--- config.mk ---
export PLATFORM = sky130hd
export DESIGN_NAME = nextpc_sel
export DESIGN_NICKNAME = d
export VERILOG_FILES = /design/src/rtl/npc_pkg.sv /design/src/rtl/npc_cond_eval.sv /design/src/rtl/npc_target_calc.sv /design/src/rtl/npc_select.sv /design/src/rtl/nextpc_sel.sv
export SDC_FILE = /design/constraint.sdc
export NUM_CORES = 1
export LEC_CHECK = 0
export BUFFER_PORTS_ARGS = -buffer_cell sky130_fd_sc_hd__buf_2
export CAP_MARGIN = 0
export CORE_MARGIN = 10
export CORE_UTILIZATION = 35
export CTS_CLUSTER_SIZE = 14
export DETAILED_ROUTE_END_ITERATION = 16
export GPL_TIMING_DRIVEN = 0
export PLACE_DENSITY = 0.72
export SLEW_MARGIN = 0
export SYNTH_ARGS = -nofsm -noshare
export SYNTH_HDL_FRONTEND = slang
export SYNTH_HIERARCHICAL = 1
export SYNTH_SLANG_ARGS = --single-unit
--- constraint.sdc ---
create_clock -name clk -period 14.6 [get_ports clk]
set_input_delay 2.92 -clock clk [delete_from_list [all_inputs] [get_ports clk]]
set_output_delay 2.92 -clock clk [all_outputs]
set_load 0.01 [all_outputs]
--- src/rtl/npc_pkg.sv ---
package npc_pkg;

  typedef enum logic [2:0] {
    XFER_SEQ  = 3'd0,
    XFER_ABS  = 3'd1,
    XFER_REL  = 3'd2,
    XFER_IND  = 3'd3,
    XFER_SKIP = 3'd4
  } xfer_kind_e;

  typedef enum logic [1:0] {
    CSRC_ALWAYS = 2'd0,
    CSRC_EQUAL  = 2'd1,
    CSRC_ZERO   = 2'd2,
    CSRC_FLAG   = 2'd3
  } cond_src_e;

  localparam int unsigned SKIP_STEP = 1;

endpackage

--- src/rtl/npc_cond_eval.sv ---
module npc_cond_eval
  import npc_pkg::*;
#(
  parameter int unsigned DATA_W = 16
) (
  input  logic [1:0]        sel,
  input  logic [DATA_W-1:0] opa,
  input  logic [DATA_W-1:0] opb,
  input  logic              flag,
  output logic              hit
);

  logic eq_hit;
  logic zero_hit;

  assign eq_hit   = (opa == opb);
  assign zero_hit = ~|opa;

  always_comb begin
    unique case (cond_src_e'(sel))
      CSRC_ALWAYS: hit = 1'b1;
      CSRC_EQUAL:  hit = eq_hit;
      CSRC_ZERO:   hit = zero_hit;
      CSRC_FLAG:   hit = flag;
      default:     hit = 1'b0;
    endcase
  end

endmodule

--- src/rtl/npc_target_calc.sv ---
module npc_target_calc
  import npc_pkg::*;
#(
  parameter int unsigned PC_W  = 16,
  parameter int unsigned OFF_W = 10,
  parameter int unsigned LEN_W = 3
) (
  input  logic [PC_W-1:0]  pc,
  input  logic [LEN_W-1:0] len,
  input  logic [OFF_W-1:0] off,
  output logic [PC_W-1:0]  seq_addr,
  output logic [PC_W-1:0]  rel_addr,
  output logic [PC_W-1:0]  skip_addr
);

  localparam int unsigned EXT_W = (PC_W > OFF_W) ? PC_W - OFF_W : 1;

  logic [PC_W-1:0] off_ext;
  logic [PC_W-1:0] len_ext;

  generate
    if (PC_W > OFF_W) begin : g_sext
      assign off_ext = {{EXT_W{off[OFF_W-1]}}, off};
    end else begin : g_trunc
      assign off_ext = off[PC_W-1:0];
    end
    if (PC_W > LEN_W) begin : g_lzext
      assign len_ext = {{(PC_W-LEN_W){1'b0}}, len};
    end else begin : g_ltrunc
      assign len_ext = len[PC_W-1:0];
    end
  endgenerate

  assign seq_addr  = pc + len_ext;
  assign rel_addr  = seq_addr + off_ext;
  assign skip_addr = seq_addr + PC_W'(SKIP_STEP);

endmodule

--- src/rtl/npc_select.sv ---
module npc_select
  import npc_pkg::*;
#(
  parameter int unsigned PC_W = 16
) (
  input  logic [2:0]      kind,
  input  logic            cond_hit,
  input  logic [PC_W-1:0] seq_addr,
  input  logic [PC_W-1:0] abs_addr,
  input  logic [PC_W-1:0] rel_addr,
  input  logic [PC_W-1:0] ind_addr,
  input  logic [PC_W-1:0] skip_addr,
  output logic [PC_W-1:0] next_addr,
  output logic            taken
);

  logic            kind_xfer;
  logic [PC_W-1:0] xfer_addr;

  always_comb begin
    kind_xfer = 1'b1;
    xfer_addr = seq_addr;
    case (xfer_kind_e'(kind))
      XFER_ABS:  xfer_addr = abs_addr;
      XFER_REL:  xfer_addr = rel_addr;
      XFER_IND:  xfer_addr = ind_addr;
      XFER_SKIP: xfer_addr = skip_addr;
      default:   kind_xfer = 1'b0;
    endcase
  end

  assign taken     = kind_xfer & cond_hit;
  assign next_addr = taken ? xfer_addr : seq_addr;

endmodule

--- src/rtl/nextpc_sel.sv ---
module nextpc_sel
  import npc_pkg::*;
#(
  parameter int unsigned PC_W  = 16,
  parameter int unsigned OFF_W = 10,
  parameter int unsigned LEN_W = 3
) (
  input  logic             clk,
  input  logic             rst,
  input  logic             en,
  input  logic [2:0]       kind,
  input  logic [1:0]       cond_sel,
  input  logic [LEN_W-1:0] instr_len,
  input  logic [PC_W-1:0]  abs_tgt,
  input  logic [OFF_W-1:0] rel_off,
  input  logic [PC_W-1:0]  ind_val,
  input  logic [PC_W-1:0]  cmp_a,
  input  logic [PC_W-1:0]  cmp_b,
  input  logic             flag_in,
  output logic [PC_W-1:0]  pc_o,
  output logic [PC_W-1:0]  next_pc_o,
  output logic             taken_o
);

  logic [PC_W-1:0] pc_q;
  logic [PC_W-1:0] seq_addr;
  logic [PC_W-1:0] rel_addr;
  logic [PC_W-1:0] skip_addr;
  logic            cond_hit;

  npc_cond_eval #(.DATA_W(PC_W)) u_cond (
    .sel  (cond_sel),
    .opa  (cmp_a),
    .opb  (cmp_b),
    .flag (flag_in),
    .hit  (cond_hit)
  );

  npc_target_calc #(.PC_W(PC_W), .OFF_W(OFF_W), .LEN_W(LEN_W)) u_calc (
    .pc        (pc_q),
    .len       (instr_len),
    .off       (rel_off),
    .seq_addr  (seq_addr),
    .rel_addr  (rel_addr),
    .skip_addr (skip_addr)
  );

  npc_select #(.PC_W(PC_W)) u_sel (
    .kind      (kind),
    .cond_hit  (cond_hit),
    .seq_addr  (seq_addr),
    .abs_addr  (abs_tgt),
    .rel_addr  (rel_addr),
    .ind_addr  (ind_val),
    .skip_addr (skip_addr),
    .next_addr (next_pc_o),
    .taken     (taken_o)
  );

  always_ff @(posedge clk) begin
    if (rst) begin
      pc_q <= '0;
    end else if (en) begin
      pc_q <= next_pc_o;
    end
  end

  assign pc_o = pc_q;

endmodule

==> impl_metrics.xml <==
<?xml version="1.0" encoding="UTF-8"?>
<metrics>
  <group name="run_status">
    <metric name="status" unit="">finished clean</metric>
  </group>
  <group name="clocking">
    <metric name="cts-root-buf" unit="">sky130_fd_sc_hd__clkbuf_8</metric>
    <metric name="cts_max_level" unit="">1</metric>
    <metric name="numCtsBuffers" unit="">3</metric>
    <metric name="clk_path_buf_depth" unit="">2</metric>
    <metric name="clkLatencyLatePin" unit="ps">240</metric>
    <metric name="cts-hold-fix-buffers" unit="">0</metric>
    <metric name="clock_sinks" unit="">16</metric>
    <metric name="clk_transition_reported_paths" unit="ps">60</metric>
    <metric name="tritoncts" unit="">yes</metric>
    <metric name="post-cts-setup-buffers" unit="">0</metric>
    <metric name="cts_resized" unit="">0</metric>
  </group>
  <group name="global_routing">
    <metric name="grt_usage" unit="">0.153</metric>
    <metric name="overflow_after_grt" unit="">0</metric>
    <metric name="grt_antenna_before_repair" unit="">0</metric>
    <metric name="grt_max_degree" unit="">11</metric>
    <metric name="grt_pass1_wl" unit="um">16300</metric>
    <metric name="number_of_global_route_vias_before_repair" unit="">3376</metric>
  </group>
  <group name="synth">
    <metric name="yosys_most_used_dff" unit="">sky130_fd_sc_hd__dfxtp_1</metric>
    <metric name="netlist_area" unit="um2">2890</metric>
    <metric name="asyncSetResetFlopFracSynth" unit="">0</metric>
    <metric name="synth-edff-count" unit="">0</metric>
    <metric name="yosys_register_bits" unit="">16</metric>
    <metric name="postSynthAreaPerCell" unit="um2">7.65</metric>
    <metric name="synth_warnings" unit="">6</metric>
    <metric name="postSynthNetCount" unit="">485</metric>
    <metric name="seq_area_frac_synth" unit="">0.111</metric>
    <metric name="synthDistinctLibCells" unit="">58</metric>
    <metric name="syn-instance-count" unit="">378</metric>
  </group>
  <group name="setup_path">
    <metric name="path_class" unit="">in -&gt; out</metric>
    <metric name="timing.critical_path.from_type" unit="">input port</metric>
    <metric name="critPathCaptureType" unit="">output pin</metric>
    <metric name="cp.arrival" unit="ps">6710</metric>
    <metric name="worst_ep_required_time" unit="ps">11680</metric>
    <metric name="worst-path-max-fanout" unit="">5</metric>
  </group>
  <group name="timing">
    <metric name="finalWorstPathRequiredPeriod" unit="ps">9630</metric>
    <metric name="timing.hold.ws" unit="ps">538</metric>
    <metric name="report.final.hold_viol_count" unit="">0</metric>
    <metric name="maxSlewHeadroom" unit="">0.647</metric>
    <metric name="final.setup.tns" unit="ps">0</metric>
    <metric name="timing.clock.skew" unit="ps">2.25</metric>
    <metric name="worst-slew-pin-transition" unit="ps">525</metric>
    <metric name="slew_violations" unit="">0</metric>
    <metric name="max_clock_freq" unit="GHz">0.104</metric>
    <metric name="finalSetupViolations" unit="">0</metric>
    <metric name="setup_repair_after_global_routing_missed_its_margin" unit="">no</metric>
    <metric name="final.period_utilization" unit="">0.660</metric>
  </group>
  <group name="floorplanning">
    <metric name="floorplan.initialDensity" unit="">0.355</metric>
    <metric name="core-area" unit="um2">8130</metric>
    <metric name="placementRows" unit="">33</metric>
    <metric name="die_width" unit="um">111</metric>
    <metric name="fp.dieH" unit="um">111</metric>
    <metric name="ios" unit="">119</metric>
    <metric name="dieArea" unit="um2">12300</metric>
  </group>
  <group name="layout">
    <metric name="fin_area" unit="um2">3640</metric>
    <metric name="synthToLayoutAreaGrowth" unit="%">26.0</metric>
    <metric name="multi_input_area" unit="um2">2400</metric>
    <metric name="register_cell_area_after_layout" unit="um2">320</metric>
    <metric name="final_layout_fill_cell_count" unit="">826</metric>
    <metric name="layout-drive-gt1-share" unit="">0.284</metric>
    <metric name="largest_register_ffs" unit="">16</metric>
    <metric name="nets" unit="">606</metric>
    <metric name="antenna_cells" unit="">0</metric>
  </group>
  <group name="drt">
    <metric name="maxUsedRoutingLayer" unit="">met4</metric>
    <metric name="m1WireLength" unit="um">4280</metric>
    <metric name="detailroute.via_count" unit="">3311</metric>
    <metric name="detailroute.wirelength.met3" unit="um">462</metric>
    <metric name="drt_pre_antenna_iters" unit="">5</metric>
    <metric name="ant_nets" unit="">0</metric>
    <metric name="postRouteWirelength" unit="um">10100</metric>
    <metric name="number_of_remaining_drc_errors" unit="">0</metric>
    <metric name="met2WireLength" unit="um">5210</metric>
    <metric name="route.detailed.wl_per_inst" unit="um">16.8</metric>
    <metric name="drt-initial-drc-count" unit="">227</metric>
    <metric name="avgViaCountPerCell" unit="">5.50</metric>
  </group>
  <group name="power_and_ir_drop">
    <metric name="power_density" unit="nW/um2">59.2</metric>
    <metric name="vdd.ir_drop.worst" unit="V">0.0000435</metric>
    <metric name="report.power.total" unit="W">0.000216</metric>
    <metric name="leakage" unit="nW">1.69</metric>
  </group>
  <group name="min_path">
    <metric name="hp-class" unit="">reg -&gt; reg</metric>
  </group>
  <group name="job">
    <metric name="cap_violations" unit="">0</metric>
  </group>
  <group name="placed_design">
    <metric name="globalplace.congestion" unit="">0.922</metric>
    <metric name="io_buffer_count" unit="">116</metric>
    <metric name="placement.cell_area" unit="um2">3600</metric>
    <metric name="dp_hpwl" unit="um">8780</metric>
  </group>
</metrics>
## cell families (layout without fill, tap and decap cells)
family / count (synthesis) / count (layout) / share of synthesized area
AND/OR/NAND/NOR: 121 / 121 / 0.229
AO/OA/AOI/OAI: 115 / 115 / 0.277
XOR/XNOR: 55 / 55 / 0.172
buffers and inverters: 34 / 153 / 0.0593
adder cells (fa/ha/maj): 21 / 21 / 0.0961
multiplexers: 16 / 16 / 0.0554
flip-flops: 16 / 16 / 0.111
## metrics by stage
step,worst slack (ps),util,std cells
final,4970,0.448,602
after CTS,5010,0.448,602
after floorplan,5680,-,378
after global placement,5050,0.443,599
after global routing,4600,0.448,602
after detailed placement,5030,0.443,599
## cell usage in the layout (no fill, tap or decap), drive strengths merged, types with 2 or more instances in the layout
cell type	count
mux2i	16
nor4	6
o21bai	4
buf	129
nand3b	3
ha	19
and3	7
o21a	3
a21o	10
nand4	7
inv	12
nor3b	2
a31oi	32
nand2	15
a211oi	3
a22oi	16
xor2	18
clkbuf	12
or3	2
fa	2
and2	2
xnor2	37
nor3	2
o22ai	2
dfxtp	16
a21oi	11
nand3	12
nor2	38
o21ai	10
or4	2
a32oi	16
nor2b	18
## metal layers
layer,global-route usage,vias up
li1,-,1661
met1,0.179,1530
met2,0.281,108
met3,0.0195,12
met4,0.0425,0
met5,0,-
## layout make-up
cell class                 count  share of cell area
buffer                        22              0.0347
clock buffer                   3              0.0113
inverter                      12              0.0124
multi-input combinational    328               0.658
sequential                    16              0.0879
tap                          105              0.0360
timing repair buffer         116               0.159
## Yosys cell counts (4+ instances only)
cell | n | share of area
sky130_fd_sc_hd__dfxtp_1 | 16 | 0.11
sky130_fd_sc_hd__nand4_1 | 7 | 0.015
sky130_fd_sc_hd__nor4_1 | 5 | 0.011
sky130_fd_sc_hd__o21ai_0 | 9 | 0.016
sky130_fd_sc_hd__a22oi_1 | 16 | 0.042
sky130_fd_sc_hd__buf_1 | 5 | 0.0065
sky130_fd_sc_hd__a21oi_1 | 11 | 0.019
sky130_fd_sc_hd__a32oi_1 | 16 | 0.048
sky130_fd_sc_hd__xnor2_1 | 37 | 0.11
sky130_fd_sc_hd__a31oi_1 | 32 | 0.069
sky130_fd_sc_hd__nor2b_1 | 18 | 0.039
sky130_fd_sc_hd__and3_1 | 5 | 0.011
sky130_fd_sc_hd__inv_1 | 12 | 0.016
sky130_fd_sc_hd__ha_1 | 19 | 0.082
sky130_fd_sc_hd__o21bai_1 | 4 | 0.010
sky130_fd_sc_hd__nand3_1 | 12 | 0.021
sky130_fd_sc_hd__xor2_1 | 16 | 0.048
sky130_fd_sc_hd__clkbuf_1 | 9 | 0.012
sky130_fd_sc_hd__nor2_1 | 38 | 0.049
sky130_fd_sc_hd__mux2i_1 | 16 | 0.055
sky130_fd_sc_hd__nand2_1 | 15 | 0.019
sky130_fd_sc_hd__a21o_1 | 9 | 0.023
sky130_fd_sc_hd__buf_2 | 4 | 0.0069
## critical path, cell delays in order
cell	delay, ps
sky130_fd_sc_hd__buf_2	100
sky130_fd_sc_hd__ha_1	200
sky130_fd_sc_hd__fa_1	440
sky130_fd_sc_hd__a21o_2	270
sky130_fd_sc_hd__nand2_1	80
sky130_fd_sc_hd__xor2_1	340
sky130_fd_sc_hd__inv_1	180
sky130_fd_sc_hd__ha_1	370
sky130_fd_sc_hd__o21a_1	220
sky130_fd_sc_hd__a21o_1	180
sky130_fd_sc_hd__a21o_1	190
sky130_fd_sc_hd__a21o_1	180
sky130_fd_sc_hd__a21oi_1	170
sky130_fd_sc_hd__xnor2_1	140
sky130_fd_sc_hd__a32oi_1	120
sky130_fd_sc_hd__a31oi_1	380
sky130_fd_sc_hd__buf_2	210
## worst paths after layout
| kind | end | from | depth (start not counted) | slack, ps |
|---|---|---|---|---|
| max | next_pc_o[9] | instr_len[0] | 17 | 4970 |
| min | pc_o[0]$_SDFFE_PP0P_ | pc_o[0]$_SDFFE_PP0P_ | 2 | 540 |
| max reg2reg | pc_o[9]$_SDFFE_PP0P_ | pc_o[0]$_SDFFE_PP0P_ | 17 | 10450 |
| min reg2reg | pc_o[0]$_SDFFE_PP0P_ | pc_o[0]$_SDFFE_PP0P_ | 2 | 540 |
## power breakdown
| part | internal (W) | leakage, nW | switching (W) | total [W] |
|---|---|---|---|---|
| clock | 0.0000182 | 0.0216 | 0.0000128 | 0.0000311 |
| combinational | 0.0000586 | 1.53 | 0.0000742 | 0.000133 |
| sequential | 0.0000469 | 0.131 | 0.00000495 | 0.0000519 |
| total | 0.000124 | 1.69 | 0.0000920 | 0.000216 |
No activity file was read; power rests on OpenSTA's default activity.
